<file path="src/rtl/jpe_pkg.sv">
package jpe_pkg;
  localparam int unsigned UNLOCK_WIDTH = 16;
  localparam logic [UNLOCK_WIDTH-1:0] UNLOCK_SIGNATURE = 16'hA370;

  typedef enum logic [1:0] {
    DR_BYPASS = 2'd0,
    DR_RESET  = 2'd1,
    DR_UNLOCK = 2'd2
  } dr_sel_e;
endpackage

</file>
<file path="src/rtl/jpe_select.sv">
module jpe_select
  import jpe_pkg::*;
(
  input  logic    sel_reset,
  input  logic    sel_penable,
  output dr_sel_e active_dr
);
  // reset register has priority when both instructions are asserted
  always_comb begin
    if (sel_reset)        active_dr = DR_RESET;
    else if (sel_penable) active_dr = DR_UNLOCK;
    else                  active_dr = DR_BYPASS;
  end
endmodule

</file>
<file path="src/rtl/jpe_reset_dr.sv">
module jpe_reset_dr (
  input  logic tck,
  input  logic rst,
  input  logic tdi,
  input  logic active,
  input  logic shift_dr,
  output logic req
);
  // single stage, no update latch: the request follows the shift stage
  always_ff @(posedge tck) begin
    if (rst)                      req <= 1'b0;
    else if (active && shift_dr)  req <= tdi;
  end
endmodule

</file>
<file path="src/rtl/jpe_unlock_dr.sv">
module jpe_unlock_dr #(
  parameter int unsigned               WIDTH     = 16,
  parameter logic [WIDTH-1:0]          SIGNATURE = '0
) (
  input  logic tck,
  input  logic rst,
  input  logic tdi,
  input  logic active,
  input  logic capture_dr,
  input  logic shift_dr,
  input  logic update_dr,
  input  logic clr,
  output logic shift_lsb,
  output logic enabled
);
  localparam int unsigned MSB = WIDTH - 1;

  logic [MSB:0] shift_q;
  logic [MSB:0] hold_q;

  always_ff @(posedge tck) begin
    if (rst) begin
      shift_q <= '0;
    end else if (active) begin
      if (capture_dr)    shift_q <= hold_q;
      else if (shift_dr) shift_q <= {tdi, shift_q[MSB:1]};
    end
  end

  // compare result registered alongside the update stage
  always_ff @(posedge tck) begin
    if (rst || clr) begin
      hold_q  <= '0;
      enabled <= 1'b0;
    end else if (active && update_dr) begin
      hold_q  <= shift_q;
      enabled <= (shift_q == SIGNATURE);
    end
  end

  assign shift_lsb = shift_q[0];
endmodule

</file>
<file path="src/rtl/jpe_tdo_mux.sv">
module jpe_tdo_mux
  import jpe_pkg::*;
(
  input  logic    tck,
  input  logic    rst,
  input  logic    tdi,
  input  logic    capture_dr,
  input  logic    shift_dr,
  input  dr_sel_e active_dr,
  input  logic    reset_lsb,
  input  logic    unlock_lsb,
  output logic    tdo
);
  logic bypass_q;
  logic tdo_d;

  always_ff @(posedge tck) begin
    if (rst)                              bypass_q <= 1'b0;
    else if (active_dr == DR_BYPASS) begin
      if (capture_dr)     bypass_q <= 1'b0;
      else if (shift_dr)  bypass_q <= tdi;
    end
  end

  always_comb begin
    unique case (active_dr)
      DR_RESET:  tdo_d = reset_lsb;
      DR_UNLOCK: tdo_d = unlock_lsb;
      default:   tdo_d = bypass_q;
    endcase
  end

  always_ff @(negedge tck) begin
    if (rst) tdo <= 1'b0;
    else     tdo <= tdo_d;
  end
endmodule

</file>
<file path="src/rtl/jtag_prog_entry_regs.sv">
module jtag_prog_entry_regs
  import jpe_pkg::*;
#(
  parameter int unsigned            WIDTH     = UNLOCK_WIDTH,
  parameter logic [WIDTH-1:0]       SIGNATURE = UNLOCK_SIGNATURE
) (
  input  logic tck,
  input  logic rst,
  input  logic tdi,
  input  logic capture_dr,
  input  logic shift_dr,
  input  logic update_dr,
  input  logic sel_reset,
  input  logic sel_penable,
  input  logic clr_penable,
  output logic tdo,
  output logic dev_reset_req,
  output logic prog_enabled
);
  dr_sel_e active_dr;
  logic    unlock_lsb;

  jpe_select u_select (
    .sel_reset   (sel_reset),
    .sel_penable (sel_penable),
    .active_dr   (active_dr)
  );

  jpe_reset_dr u_reset_dr (
    .tck      (tck),
    .rst      (rst),
    .tdi      (tdi),
    .active   (active_dr == DR_RESET),
    .shift_dr (shift_dr),
    .req      (dev_reset_req)
  );

  jpe_unlock_dr #(
    .WIDTH     (WIDTH),
    .SIGNATURE (SIGNATURE)
  ) u_unlock_dr (
    .tck        (tck),
    .rst        (rst),
    .tdi        (tdi),
    .active     (active_dr == DR_UNLOCK),
    .capture_dr (capture_dr),
    .shift_dr   (shift_dr),
    .update_dr  (update_dr),
    .clr        (clr_penable),
    .shift_lsb  (unlock_lsb),
    .enabled    (prog_enabled)
  );

  jpe_tdo_mux u_tdo_mux (
    .tck        (tck),
    .rst        (rst),
    .tdi        (tdi),
    .capture_dr (capture_dr),
    .shift_dr   (shift_dr),
    .active_dr  (active_dr),
    .reset_lsb  (dev_reset_req),
    .unlock_lsb (unlock_lsb),
    .tdo        (tdo)
  );
endmodule

</file>
<file path="config.mk">
export PLATFORM = sky130hd
export DESIGN_NAME = jtag_prog_entry_regs
export DESIGN_NICKNAME = d
export VERILOG_FILES = /design/src/rtl/jpe_pkg.sv /design/src/rtl/jpe_select.sv /design/src/rtl/jpe_reset_dr.sv /design/src/rtl/jpe_unlock_dr.sv /design/src/rtl/jpe_tdo_mux.sv /design/src/rtl/jtag_prog_entry_regs.sv
export SDC_FILE = /design/constraint.sdc
export NUM_CORES = 1
export LEC_CHECK = 0
export BUFFER_PORTS_ARGS = -buffer_cell sky130_fd_sc_hd__clkbuf_2
export CORE_UTILIZATION = 40
export CTS_BUF_LIST = sky130_fd_sc_hd__clkbuf_4 sky130_fd_sc_hd__clkbuf_8
export DETAILED_ROUTE_END_ITERATION = 10
export PLACE_DENSITY = 0.56
export SYNTH_ARGS = -nofsm -noshare
export SYNTH_HDL_FRONTEND = slang
export SYNTH_HIERARCHICAL = 1
export SYNTH_SLANG_ARGS = --single-unit
</file>
<file path="constraint.sdc">
create_clock -name tck -period 1.4 [get_ports tck]
set_input_delay 0.14 -clock tck [delete_from_list [all_inputs] [get_ports tck]]
set_output_delay 0.14 -clock tck [all_outputs]
set_load 0.1 [all_outputs]
</file>
==> impl_metrics.tcl <==
set metrics [dict create \
    hold_viol_final 0 \
    tightest_slew_ps 854 \
    synth_top_area_share_pct 40.1 \
    multi_input_area_sq_um 948 \
    path_clk_slew_ps 70 \
    port_buffers 11 \
    status "complete, but fails checks" \
    power_density_nw_per_um2 1090 \
    grt_antenna_before_repair 0 \
    fp.dieArea_sq_um 4760 \
    cts_tree "done" \
    ff2ff_path_depth 2 \
    grt_max_degree 19 \
    io-pin-count 12 \
    drtPass1Iterations 4 \
    path_depth 1 \
    grt_pass1_wl_mm 6.24 \
    synthCells 177 \
    syn_avg_cell_area_sq_um 10.2 \
    rrSetupSlack_ps 30 \
    place_area_sq_um 1960 \
    setup_viol 1 \
    relSlewSlack_pct 43.1 \
    stdcell_count 245 \
    hold_class "in2reg" \
    slowest_stage "dfxtp_2" \
    drc_errors 0 \
    core_area_sq_um 4320 \
    finalPower_w 0.00226 \
    die_h_um 69.0 \
    dp_cells 237 \
    numCtsBuffers 5 \
    path_max_fanout 1 \
    drive_above_1_share_pct 41.5 \
    synthTopCellsByArea "dfxtp_1 (40%), a211oi_2 (12%), mux2i_1 (8.9%), nand2_1 (6.9%), a21oi_2 (5.4%)" \
    worst_ep_required_time_ps 1260 \
    ys_ff_latch 36 \
    peakVddDrop_mv 0.553 \
    synth_edf_count 0 \
    startpoint "u_tdo_mux/tdo" \
    drt-initial-drc-count 60 \
    synth_seq_area_share_pct 40.1 \
    dieWidth_um 69.0 \
    leakage_nw 0.719 \
    drv_slew 0 \
    synthesis.nets 189 \
    synth_ff_type "dfxtp_1" \
    n_fill_cell 401 \
    num_antenna_cells 0 \
    skew_ps 57.2 \
    yosysMostFrequentCell "dfxtp_1" \
    synth-async-reset-ratio_pct 0 \
    design_area_sq_um 2080 \
    vias_per_cell 5.18 \
    areaGrowthSynthToFinish_pct 15.8 \
    rsz0062_at_grt "true" \
    rows 24 \
    path_cells "buf_12" \
    gp_congestion 0.704 \
    clock_latency_ps 340 \
    cp_top_family "flip-flops" \
    grt.total_usage_pct 16.8 \
    synth.distinct_cells 31 \
    vias 1269 \
    final_antenna_net_count 0 \
    initial_utilization_pct 41.6 \
    critPathCapture "tdo" \
    cap_violations 0 \
    worst-setup-path-type "reg2out" \
    post_cts_buffers 0 \
    cts_num_sinks 36 \
    htree_levels 2 \
    post_drt_wl_per_cell_um 14.5 \
    yosysTopAreaCell "dfxtp_1" \
    routed_wl_mm 3.56 \
    crit_path_start_kind "register" \
    violations "negative setup slack" \
    cp-end-kind "primary output" \
    worstReg2RegStart "u_unlock_dr/shift_q[0]" \
    register_area_sq_um 726 \
    synthTopCellsByCount "dfxtp_1 (36), nand2_1 (33), a211oi_2 (17), mux2i_1 (16), nor2_2 (14)" \
    timing.rr.end "u_tdo_mux/tdo" \
    yosysWarningCount 6 \
    nNetsFinal 204 \
    grt_pass1_vias 1288 \
    worstPathArrival_ps 1550 \
    gr-total-overflow 0 \
    worst-path-buf-inv 1 \
    syn_area_sq_um 1800 \
    hpwlAfterDp_mm 2.43 \
    clockBufferDepth 2 \
    cpPeakStageDelay_ps 340 \
    root_buffer "clkbuf_8" \
    setup_ws_ps -290 \
]
flip-flops by register name, summed over array words and instances (netlist names):
name	count
u_unlock_dr/hold_q	16
u_unlock_dr/shift_q	16
u_reset_dr/req	1
u_tdo_mux/bypass_q	1
u_tdo_mux/tdo	1
u_unlock_dr/enabled	1
cell type report:
cell class	count	share of cell area, %
clock inverter	3	1.86
sequential	36	34.9
multi-input combinational	125	45.6
timing repair buffer	21	10.5
clock buffer	6	3.67
tap	52	3.13
inverter	2	0.361
placed cells by master (no fill, tap or decap), types with 2 or more instances in the layout:
master	instances
mux2i_1	16
a211oi_2	17
nor2_2	15
dfxtp_1	34
nor2b_1	2
nor2_1	3
clkbuf_8	6
nand2_1	33
nor4b_1	2
ha_1	2
buf_12	6
buf_4	6
a21oi_2	11
nand3_1	4
inv_1	2
clkbuf_2	8
a21oi_1	6
power by group:
part           switching [W]  internal [W]
Sequential         0.0000288       0.00105
Clock               0.000373      0.000551
Combinational       0.000144      0.000113
repair_timing:
item,CTS,global route
setup endpoints to repair,2,2
pin swaps,0,2
gates resized for setup,1,0
hold buffers,0,0
worst min-delay path by stage:
stage | from | endpoint | slack (ps) | cells past startpoint
3_3_place_gp | rst | u_reset_dr/req | 400 | 2
2_1_floorplan | rst | u_reset_dr/req | 190 | 1
4_1_cts | rst | u_reset_dr/req | 100 | 2
6_report | rst | u_reset_dr/req | 100 | 2
3_5_place_dp | rst | u_reset_dr/req | 400 | 2
5_1_grt | rst | u_reset_dr/req | 110 | 2
per-layer routing:
layer  GRT usage, %  vias up  wire (um)
met4           7.26        0         68
met5              0        -          0
met1           21.0      606       1630
met2           26.5       18       1750
li1               -      639          -
met3           5.41        6        109
logic make-up (layout without fill, tap and decap cells):
group / after synthesis / count (layout) / share of synthesized area [%]
and+or+nand+nor: 66 / 66 / 18.9
AOI/OAI and AO/OA: 40 / 40 / 21.7
DFF: 36 / 36 / 40.1
muxes: 16 / 16 / 8.91
buffers and inverters: 16 / 32 / 8.22
adders and majority gates: 3 / 3 / 2.09
worst register-to-register path: cells and delay by family, from the launching register on:
| kind | cells | cell delay, ps |
|---|---|---|
| DFF | 1 | 320 |
| AOI/OAI and AO/OA | 2 | 280 |
per-stage QoR:
stage	util [%]	setup WS, ps	hold slack [ps]	TNS [ps]
2_1_floorplan	-	-181	193	-247
3_3_place_gp	45.3	-320	398	-320
3_5_place_dp	45.3	-367	398	-367
4_1_cts	48.1	-303	98.9	-303
5_1_grt	48.1	-323	114	-323
6_report	48.1	-290	101	-290
No activity file was read; power rests on OpenSTA's default activity.
